## config.mk

```make
export PLATFORM = sky130hd
export DESIGN_NAME = pdec_stage
export DESIGN_NICKNAME = d
export VERILOG_FILES = /design/src/rtl/pdec_pkg.sv /design/src/rtl/pdec_swap.sv /design/src/rtl/pdec_imm.sv /design/src/rtl/pdec_stage.sv
export SDC_FILE = /design/constraint.sdc
export NUM_CORES = 1
export LEC_CHECK = 0
export ABC_CLOCK_PERIOD_IN_PS = 1100
export BUFFER_PORTS_ARGS = -buffer_cell sky130_fd_sc_hd__buf_2
export CORE_MARGIN = 8
export CORE_UTILIZATION = 44
export DETAILED_ROUTE_END_ITERATION = 10
export PLACE_DENSITY = 0.76
export SYNTH_ARGS = -nofsm -noshare
export SYNTH_HDL_FRONTEND = slang
export SYNTH_SLANG_ARGS = --single-unit
export TNS_END_PERCENT = 20
```

## constraint.sdc

```tcl
create_clock -name clk -period 1.1 [get_ports clk]
set_clock_uncertainty 0.05 [all_clocks]
set_input_delay 0.11 -clock clk [delete_from_list [all_inputs] [get_ports clk]]
set_output_delay 0.11 -clock clk [all_outputs]
set_load 0.005 [all_outputs]
```

## src/rtl/pdec_pkg.sv

```systemverilog
package pdec_pkg;

    localparam int INSN_W = 32;
    localparam int RIDX_W = 5;
    localparam int IMM_W  = 64;
    localparam int PO_W   = 6;
    localparam int XO_W   = 10;

    typedef enum logic [3:0] {
        OPC_ILLEGAL = 4'd0,
        OPC_ADD     = 4'd1,
        OPC_AND     = 4'd2,
        OPC_OR      = 4'd3,
        OPC_LOAD    = 4'd4,
        OPC_STORE   = 4'd5,
        OPC_CMP     = 4'd6,
        OPC_ROTATE  = 4'd7,
        OPC_BRANCH  = 4'd8
    } opc_e;

    typedef enum logic [2:0] {
        IMX_NONE = 3'd0,
        IMX_ULO  = 3'd1,
        IMX_UHI  = 3'd2,
        IMX_SLO  = 3'd3,
        IMX_SHI  = 3'd4,
        IMX_LI   = 3'd5,
        IMX_BD   = 3'd6
    } imx_e;

    typedef enum logic [1:0] {
        SPRS_NONE = 2'd0,
        SPRS_LR   = 2'd1,
        SPRS_CTR  = 2'd2
    } sprs_e;

    typedef struct packed {
        logic              vld;
        logic [RIDX_W-1:0] idx;
    } rport_t;

    typedef struct packed {
        opc_e              op;
        rport_t            wr;
        rport_t            rd1;
        rport_t            rd2;
        rport_t            rd3;
        logic [IMM_W-1:0]  imm;
        logic              rc;
        logic              lk;
        logic              aa;
        logic              upd;
        logic [3:0]        mlen;
        logic [4:0]        bo;
        logic [4:0]        bi;
        logic [2:0]        bf;
        logic [4:0]        sh;
        logic [4:0]        mb;
        logic [4:0]        me;
        sprs_e             spr;
    } dec_t;

    localparam logic [PO_W-1:0] PO_BC     = 6'd16;
    localparam logic [PO_W-1:0] PO_B      = 6'd18;
    localparam logic [PO_W-1:0] PO_XL     = 6'd19;
    localparam logic [PO_W-1:0] PO_ROTIMI = 6'd20;
    localparam logic [PO_W-1:0] PO_ROTINM = 6'd21;
    localparam logic [PO_W-1:0] PO_ROTNM  = 6'd23;
    localparam logic [PO_W-1:0] PO_ADDI   = 6'd14;
    localparam logic [PO_W-1:0] PO_ADDIS  = 6'd15;
    localparam logic [PO_W-1:0] PO_ORI    = 6'd24;
    localparam logic [PO_W-1:0] PO_ORIS   = 6'd25;
    localparam logic [PO_W-1:0] PO_ANDI   = 6'd28;
    localparam logic [PO_W-1:0] PO_ANDIS  = 6'd29;
    localparam logic [PO_W-1:0] PO_X      = 6'd31;

    localparam logic [XO_W-1:0] XO_CMP   = 10'd0;
    localparam logic [XO_W-1:0] XO_LDX   = 10'd23;
    localparam logic [XO_W-1:0] XO_AND   = 10'd28;
    localparam logic [XO_W-1:0] XO_STX   = 10'd151;
    localparam logic [XO_W-1:0] XO_ADD   = 10'd266;
    localparam logic [XO_W-1:0] XO_OR    = 10'd444;
    localparam logic [XO_W-1:0] XO_TOLR  = 10'd16;
    localparam logic [XO_W-1:0] XO_TOCTR = 10'd528;

endpackage

```

## src/rtl/pdec_swap.sv

```systemverilog
module pdec_swap #(
    parameter int W = 32
) (
    input  logic         be,
    input  logic [W-1:0] raw,
    output logic [W-1:0] word
);
    localparam int NBYTES = W / 8;

    logic [W-1:0] rev;

    for (genvar b = 0; b < NBYTES; b++) begin : g_byte
        assign rev[8*b +: 8] = raw[8*(NBYTES-1-b) +: 8];
    end

    assign word = be ? raw : rev;
endmodule

```

## src/rtl/pdec_imm.sv

```systemverilog
module pdec_imm
    import pdec_pkg::*;
#(
    parameter int OUT_W = 64
) (
    input  logic [25:0]      fld,
    input  imx_e             mode,
    output logic [OUT_W-1:0] imm
);
    localparam int LI_W = 26;
    localparam int BD_W = 16;

    logic [15:0]     half;
    logic [LI_W-1:0] li_ext;
    logic [BD_W-1:0] bd_ext;

    assign half   = fld[15:0];
    assign li_ext = {fld[25:2], 2'b00};
    assign bd_ext = {fld[15:2], 2'b00};

    always_comb begin
        unique case (mode)
            IMX_ULO: imm = {{(OUT_W-16){1'b0}}, half};
            IMX_UHI: imm = {{(OUT_W-32){1'b0}}, half, 16'h0000};
            IMX_SLO: imm = {{(OUT_W-16){half[15]}}, half};
            IMX_SHI: imm = {{(OUT_W-32){half[15]}}, half, 16'h0000};
            IMX_LI:  imm = {{(OUT_W-LI_W){li_ext[LI_W-1]}}, li_ext};
            IMX_BD:  imm = {{(OUT_W-BD_W){bd_ext[BD_W-1]}}, bd_ext};
            default: imm = '0;
        endcase
    end
endmodule

```

## src/rtl/pdec_stage.sv

```systemverilog
module pdec_stage
    import pdec_pkg::*;
(
    input  logic              clk,
    input  logic              rst_n,
    input  logic              be_mode,
    input  logic [INSN_W-1:0] insn_i,
    output logic [3:0]        op_o,
    output logic              wr_vld_o,
    output logic [RIDX_W-1:0] wr_idx_o,
    output logic              rd1_vld_o,
    output logic [RIDX_W-1:0] rd1_idx_o,
    output logic              rd2_vld_o,
    output logic [RIDX_W-1:0] rd2_idx_o,
    output logic              rd3_vld_o,
    output logic [RIDX_W-1:0] rd3_idx_o,
    output logic [IMM_W-1:0]  imm_o,
    output logic              rc_o,
    output logic              lk_o,
    output logic              aa_o,
    output logic              upd_o,
    output logic [3:0]        mlen_o,
    output logic [4:0]        bo_o,
    output logic [4:0]        bi_o,
    output logic [2:0]        bf_o,
    output logic [4:0]        sh_o,
    output logic [4:0]        mb_o,
    output logic [4:0]        me_o,
    output logic [1:0]        spr_o
);
    logic [INSN_W-1:0] word_w;
    logic [PO_W-1:0]   po_w;
    logic [XO_W-1:0]   xo_w;
    logic [RIDX_W-1:0] fa_w, fb_w, fc_w;
    logic [IMM_W-1:0]  imm_w;
    imx_e              imx_d;
    dec_t              cls_d;
    dec_t              dec_d, dec_q;

    pdec_swap #(.W(INSN_W)) u_swap (
        .be   (be_mode),
        .raw  (insn_i),
        .word (word_w)
    );

    assign po_w = word_w[31:26];
    assign xo_w = word_w[10:1];
    assign fa_w = word_w[25:21];
    assign fb_w = word_w[20:16];
    assign fc_w = word_w[15:11];

    pdec_imm #(.OUT_W(IMM_W)) u_imm (
        .fld  (word_w[25:0]),
        .mode (imx_d),
        .imm  (imm_w)
    );

    // Classification: every field except the immediate value.
    always_comb begin
        cls_d = '0;
        imx_d = IMX_NONE;
        unique case (po_w)
            PO_ADDI, PO_ADDIS: begin
                cls_d.op  = OPC_ADD;
                cls_d.wr  = '{vld: 1'b1, idx: fa_w};
                cls_d.rd1 = '{vld: (fb_w != '0), idx: fb_w};
                imx_d     = (po_w == PO_ADDIS) ? IMX_SHI : IMX_SLO;
            end
            PO_ORI, PO_ORIS, PO_ANDI, PO_ANDIS: begin
                cls_d.op  = (po_w[2]) ? OPC_AND : OPC_OR;
                cls_d.wr  = '{vld: 1'b1, idx: fb_w};
                cls_d.rd3 = '{vld: 1'b1, idx: fa_w};
                cls_d.rc  = po_w[2];
                imx_d     = po_w[0] ? IMX_UHI : IMX_ULO;
            end
            6'd32, 6'd33, 6'd34, 6'd35, 6'd36, 6'd37, 6'd38, 6'd39,
            6'd40, 6'd41, 6'd44, 6'd45: begin
                cls_d.rd1 = '{vld: (fb_w != '0), idx: fb_w};
                cls_d.upd = po_w[0];
                imx_d     = IMX_SLO;
                if (po_w[3]) cls_d.mlen = 4'd2;
                else if (po_w[1]) cls_d.mlen = 4'd1;
                else cls_d.mlen = 4'd4;
                if (po_w[2]) begin
                    cls_d.op  = OPC_STORE;
                    cls_d.rd3 = '{vld: 1'b1, idx: fa_w};
                end else begin
                    cls_d.op  = OPC_LOAD;
                    cls_d.wr  = '{vld: 1'b1, idx: fa_w};
                end
            end
            PO_X: begin
                unique case (xo_w)
                    XO_ADD: begin
                        cls_d.op  = OPC_ADD;
                        cls_d.wr  = '{vld: 1'b1, idx: fa_w};
                        cls_d.rd1 = '{vld: 1'b1, idx: fb_w};
                        cls_d.rd2 = '{vld: 1'b1, idx: fc_w};
                        cls_d.rc  = word_w[0];
                    end
                    XO_AND, XO_OR: begin
                        cls_d.op  = (xo_w == XO_AND) ? OPC_AND : OPC_OR;
                        cls_d.wr  = '{vld: 1'b1, idx: fb_w};
                        cls_d.rd3 = '{vld: 1'b1, idx: fa_w};
                        cls_d.rd2 = '{vld: 1'b1, idx: fc_w};
                        cls_d.rc  = word_w[0];
                    end
                    XO_CMP: begin
                        cls_d.op  = OPC_CMP;
                        cls_d.rd1 = '{vld: 1'b1, idx: fb_w};
                        cls_d.rd2 = '{vld: 1'b1, idx: fc_w};
                        cls_d.bf  = word_w[25:23];
                    end
                    XO_LDX, XO_STX: begin
                        cls_d.rd1  = '{vld: 1'b1, idx: fb_w};
                        cls_d.rd2  = '{vld: 1'b1, idx: fc_w};
                        cls_d.mlen = 4'd4;
                        if (xo_w == XO_STX) begin
                            cls_d.op  = OPC_STORE;
                            cls_d.rd3 = '{vld: 1'b1, idx: fa_w};
                        end else begin
                            cls_d.op  = OPC_LOAD;
                            cls_d.wr  = '{vld: 1'b1, idx: fa_w};
                        end
                    end
                    default: cls_d = '0;
                endcase
            end
            PO_ROTIMI, PO_ROTINM, PO_ROTNM: begin
                cls_d.op  = OPC_ROTATE;
                cls_d.wr  = '{vld: 1'b1, idx: fb_w};
                cls_d.rd3 = '{vld: 1'b1, idx: fa_w};
                cls_d.mb  = word_w[10:6];
                cls_d.me  = word_w[5:1];
                cls_d.rc  = word_w[0];
                if (po_w == PO_ROTNM) cls_d.rd2 = '{vld: 1'b1, idx: fc_w};
                else cls_d.sh = fc_w;
            end
            PO_B: begin
                cls_d.op = OPC_BRANCH;
                cls_d.aa = word_w[1];
                cls_d.lk = word_w[0];
                imx_d    = IMX_LI;
            end
            PO_BC: begin
                cls_d.op = OPC_BRANCH;
                cls_d.bo = fa_w;
                cls_d.bi = fb_w;
                cls_d.aa = word_w[1];
                cls_d.lk = word_w[0];
                imx_d    = IMX_BD;
            end
            PO_XL: begin
                if (xo_w == XO_TOLR || xo_w == XO_TOCTR) begin
                    cls_d.op  = OPC_BRANCH;
                    cls_d.bo  = fa_w;
                    cls_d.bi  = fb_w;
                    cls_d.lk  = word_w[0];
                    cls_d.spr = (xo_w == XO_TOLR) ? SPRS_LR : SPRS_CTR;
                end
            end
            default: begin
                cls_d = '0;
                imx_d = IMX_NONE;
            end
        endcase
    end

    always_comb begin
        dec_d     = cls_d;
        dec_d.imm = imm_w;
    end

    always_ff @(posedge clk or negedge rst_n) begin
        if (!rst_n) dec_q <= '0;
        else        dec_q <= dec_d;
    end

    assign op_o      = dec_q.op;
    assign wr_vld_o  = dec_q.wr.vld;
    assign wr_idx_o  = dec_q.wr.idx;
    assign rd1_vld_o = dec_q.rd1.vld;
    assign rd1_idx_o = dec_q.rd1.idx;
    assign rd2_vld_o = dec_q.rd2.vld;
    assign rd2_idx_o = dec_q.rd2.idx;
    assign rd3_vld_o = dec_q.rd3.vld;
    assign rd3_idx_o = dec_q.rd3.idx;
    assign imm_o     = dec_q.imm;
    assign rc_o      = dec_q.rc;
    assign lk_o      = dec_q.lk;
    assign aa_o      = dec_q.aa;
    assign upd_o     = dec_q.upd;
    assign mlen_o    = dec_q.mlen;
    assign bo_o      = dec_q.bo;
    assign bi_o      = dec_q.bi;
    assign bf_o      = dec_q.bf;
    assign sh_o      = dec_q.sh;
    assign mb_o      = dec_q.mb;
    assign me_o      = dec_q.me;
    assign spr_o     = dec_q.spr;


    illegal_quiet_chk: assert property (@(posedge clk) disable iff (!rst_n)
        (op_o == OPC_ILLEGAL) |-> (!wr_vld_o && !rd1_vld_o && !rd2_vld_o && !rd3_vld_o
                                   && mlen_o == 4'd0 && spr_o == SPRS_NONE));


    store_no_write_chk: assert property (@(posedge clk) disable iff (!rst_n)
        (op_o == OPC_STORE) |-> (!wr_vld_o && rd3_vld_o));


    size_shape_chk: assert property (@(posedge clk) disable iff (!rst_n)
        $onehot0(mlen_o) && ((mlen_o != 4'd0) == (op_o == OPC_LOAD || op_o == OPC_STORE)));


    update_mem_only_chk: assert property (@(posedge clk) disable iff (!rst_n)
        upd_o |-> (op_o == OPC_LOAD || op_o == OPC_STORE));


    spr_branch_only_chk: assert property (@(posedge clk) disable iff (!rst_n)
        (spr_o != SPRS_NONE) |-> (op_o == OPC_BRANCH && !aa_o && imm_o == '0));


    record_scope_chk: assert property (@(posedge clk) disable iff (!rst_n)
        rc_o |-> (op_o == OPC_ADD || op_o == OPC_AND || op_o == OPC_OR || op_o == OPC_ROTATE));
endmodule

```

==> impl_metrics.yaml <==
critical_path:
  crit_required_ns: 1.33
  critPathLaunchType: "primary input"
  path_max_fanout: 6
  worstSetupEndpointType: "register"
  cp-endpoint: "rd2_idx_o[3]"
  critPathSlowestCell: "or4b_4"
  crit_start: "insn_i[7]"
  critical_path_class: "primary input to register"
  worstPathCellList: "buf_6, or4b_4, a221oi_4, buf_4, o21ai_2, and3_4, a21o_4, a21oi_2"
  crit_arrival_ns: 1.90
  slowest_delay_ns: 0.58
sta:
  period_minus_slack_ns: 1.67
  post-route-period-util_pct: 152
  finalSetupViolations: 122
  setup_tns_ns: -40.12
  drv_slew: 0
  hold_viol_final: 0
  fin_hold_ws_ns: 0.0912
  rsz0062_at_grt: "true"
  setup_ws_ns: -0.572
  max_freq_mhz: 598
clocking:
  htreeDepth: 3
  cts_sinks: 98
  root_buffer: "clkbuf_8"
  clk_pin_slew_ns: 0.09
  numCtsBuffers: 9
  cts_tree: "built"
  clockBufferDepth: 2
power:
  power_leakage_nw: 3.81
  ir_drop_v: 0.000578
  p_total_mw: 7.71
  powerDensity_mw_per_mm2: 1110
flow_run:
  maxCapViolCount: 0
final_layout:
  finish.utilization_pct: 71.1
  multiInputGateArea_mm2: 0.00202
  drive_gt1_share_pct: 59.2
  finalNonFillerCells: 812
  n_fill_cell: 754
  fin_area_mm2: 0.00692
  regArea_mm2: 0.00246
  areaGrowthSynthToFinish_pct: 57.9
  diodes: 0
  final_nets: 709
yosys:
  synthArstFlopShare_pct: 100
  ys_seq_elements: 98
  synth.distinct_cells: 52
  synth_edf_count: 0
  synth.top_cell.area_share_pct: 56.0
  avgSynthCellArea_um2: 10.7
  yosysTopAreaCell: "dfrtp_1"
  synthCells: 409
  synth_flop_cell: "dfrtp_1"
  synthTopCellsByArea: "dfrtp_1 (56%), mux2i_1 (6.4%), buf_4 (6.2%)"
  yosysWarnings: 0
  synth_top_cells_by_count: "dfrtp_1 (98), nor2_1 (71), buf_4 (36)"
  yosysMostFrequentCell: "dfrtp_1"
  ys_seq_area_share_pct: 56.0
  synth.net_count: 444
  netlist_area_mm2: 0.00438
global_routing:
  grt_use_total_pct: 23.5
  antenna_found_initial: 0
  grt_pass1_wl_um: 23900
  grt_max_degree: 36
  grt_pass1_vias: 4347
  gr-total-overflow: 0
placed_design:
  place.gp.congestion: 0.951
  hpwl_um: 12200
  portBuffers: 163
  place_area_mm2: 0.00608
  place_inst: 773
  dp_worst_setup_slack_ns: -1.09
die:
  die_w_um: 116
  core_mm2: 0.00973
  placementRows: 36
  initial_core_util_pct: 45.0
  fp.dieH_um: 116
  io_pins: 165
  die_area_mm2: 0.0134
routing:
  wirelength_um: 16000
  vias_per_cell: 5.14
  drt_iter0_markers: 189
  drcViolationCount: 0
  drtAntennaViolNets: 0
  vias: 4174
  wl_per_cell_um: 19.7
  drt_pass1_iterations: 4
min_path:
  hold_path_class: "primary input to register"
outcome:
  violations: "negative setup slack"
  status: "finished, violations left"
==> registers in the layout, summed over array words and instances, names as in the netlist, 2 cells and up <==
signal,flops
me_o,5
sh_o,5
rd2_idx_o,5
bi_o,5
wr_idx_o,5
mlen_o,3
op_o,4
rd3_idx_o,5
imm_o,33
rd1_idx_o,5
bf_o,3
mb_o,5
spr_o,2
bo_o,5
==> critical path: cells and delay by family <==
kind / cells / cell delay [ns]
compound gates: 4 / 0.75
buf+inv: 2 / 0.26
simple gates: 2 / 0.78
==> power by group <==
group	internal [mW]	total, mW	switching, mW
clock network	0.837	2.10	1.27
logic	0.860	1.79	0.933
registers	3.76	3.81	0.0507
total	5.46	7.71	2.25
==> how the worst min path moves through the flow <==
stage / cells after the start / startpoint / slack (ns) / endpoint
floorplan: 0 / rst_n / -0.24 / aa_o
global placement: 1 / rst_n / -0.04 / op_o[0]
detailed placement: 1 / rst_n / -0.03 / op_o[2]
CTS: 3 / insn_i[21] / 0.08 / imm_o[21]
global route: 3 / insn_i[20] / 0.11 / imm_o[20]
finish: 3 / insn_i[12] / 0.09 / imm_o[20]
==> kinds of logic after synthesis <==
| logic type | share of synthesized area, % |
|---|---|
| buffers and inverters | 8.57 |
| AND/OR/NAND/NOR | 15.5 |
| AO/OA/AOI/OAI | 12.7 |
| other | 0.0856 |
| flip-flops | 56.0 |
| multiplexers | 7.17 |
==> cell usage in the layout (no fill, tap or decap), drive strengths merged, types with 3 or more instances in the layout <==
master | Yosys | final
buf | 45 | 303
dfrtp | 98 | 98
nor2 | 71 | 71
mux2i | 28 | 28
nand2 | 19 | 20
o21ai | 20 | 20
a21oi | 16 | 16
inv | 9 | 11
o221ai | 9 | 9
clkbuf | 7 | 9
nand3 | 7 | 7
o22ai | 7 | 7
and3 | 5 | 5
nor2b | 4 | 5
nand4bb | 4 | 4
nand4b | 4 | 4
or3 | 4 | 4
o211ai | 4 | 4
nor3 | 4 | 4
clkinvlp | 0 | 3
mux2 | 3 | 3
and2 | 3 | 3
a21o | 3 | 3
o21a | 3 | 3
o32ai | 3 | 3
==> final cells by class <==
type / instances / share of cell area [%]
Multi-Input combinational cell: 252 / 29.2
Inverter: 9 / 0.488
Clock buffer: 9 / 1.79
Sequential cell: 98 / 35.5
Clock inverter: 7 / 0.760
Tap cell: 133 / 2.41
Timing Repair Buffer: 304 / 29.8
==> metal layers <==
metal,routed length [um],up-vias,track usage (%)
met4,316,0,7.00
met2,7940,173,40.3
met3,1180,23,5.05
met1,6590,2044,29.0
met5,0,-,0
li1,-,1934,-
==> timing repair <==
item                                    in CTS  in global routing
endpoints found under the setup margin     128                128
pin swaps                                   20                 14
cloned                                       1                  2
hold buffers                                 1                  0
gates resized for setup                     66                 48
endpoints found under the hold margin       98                  0
setup buffers                               14                  6
No activity file was read; power rests on OpenSTA's default activity.
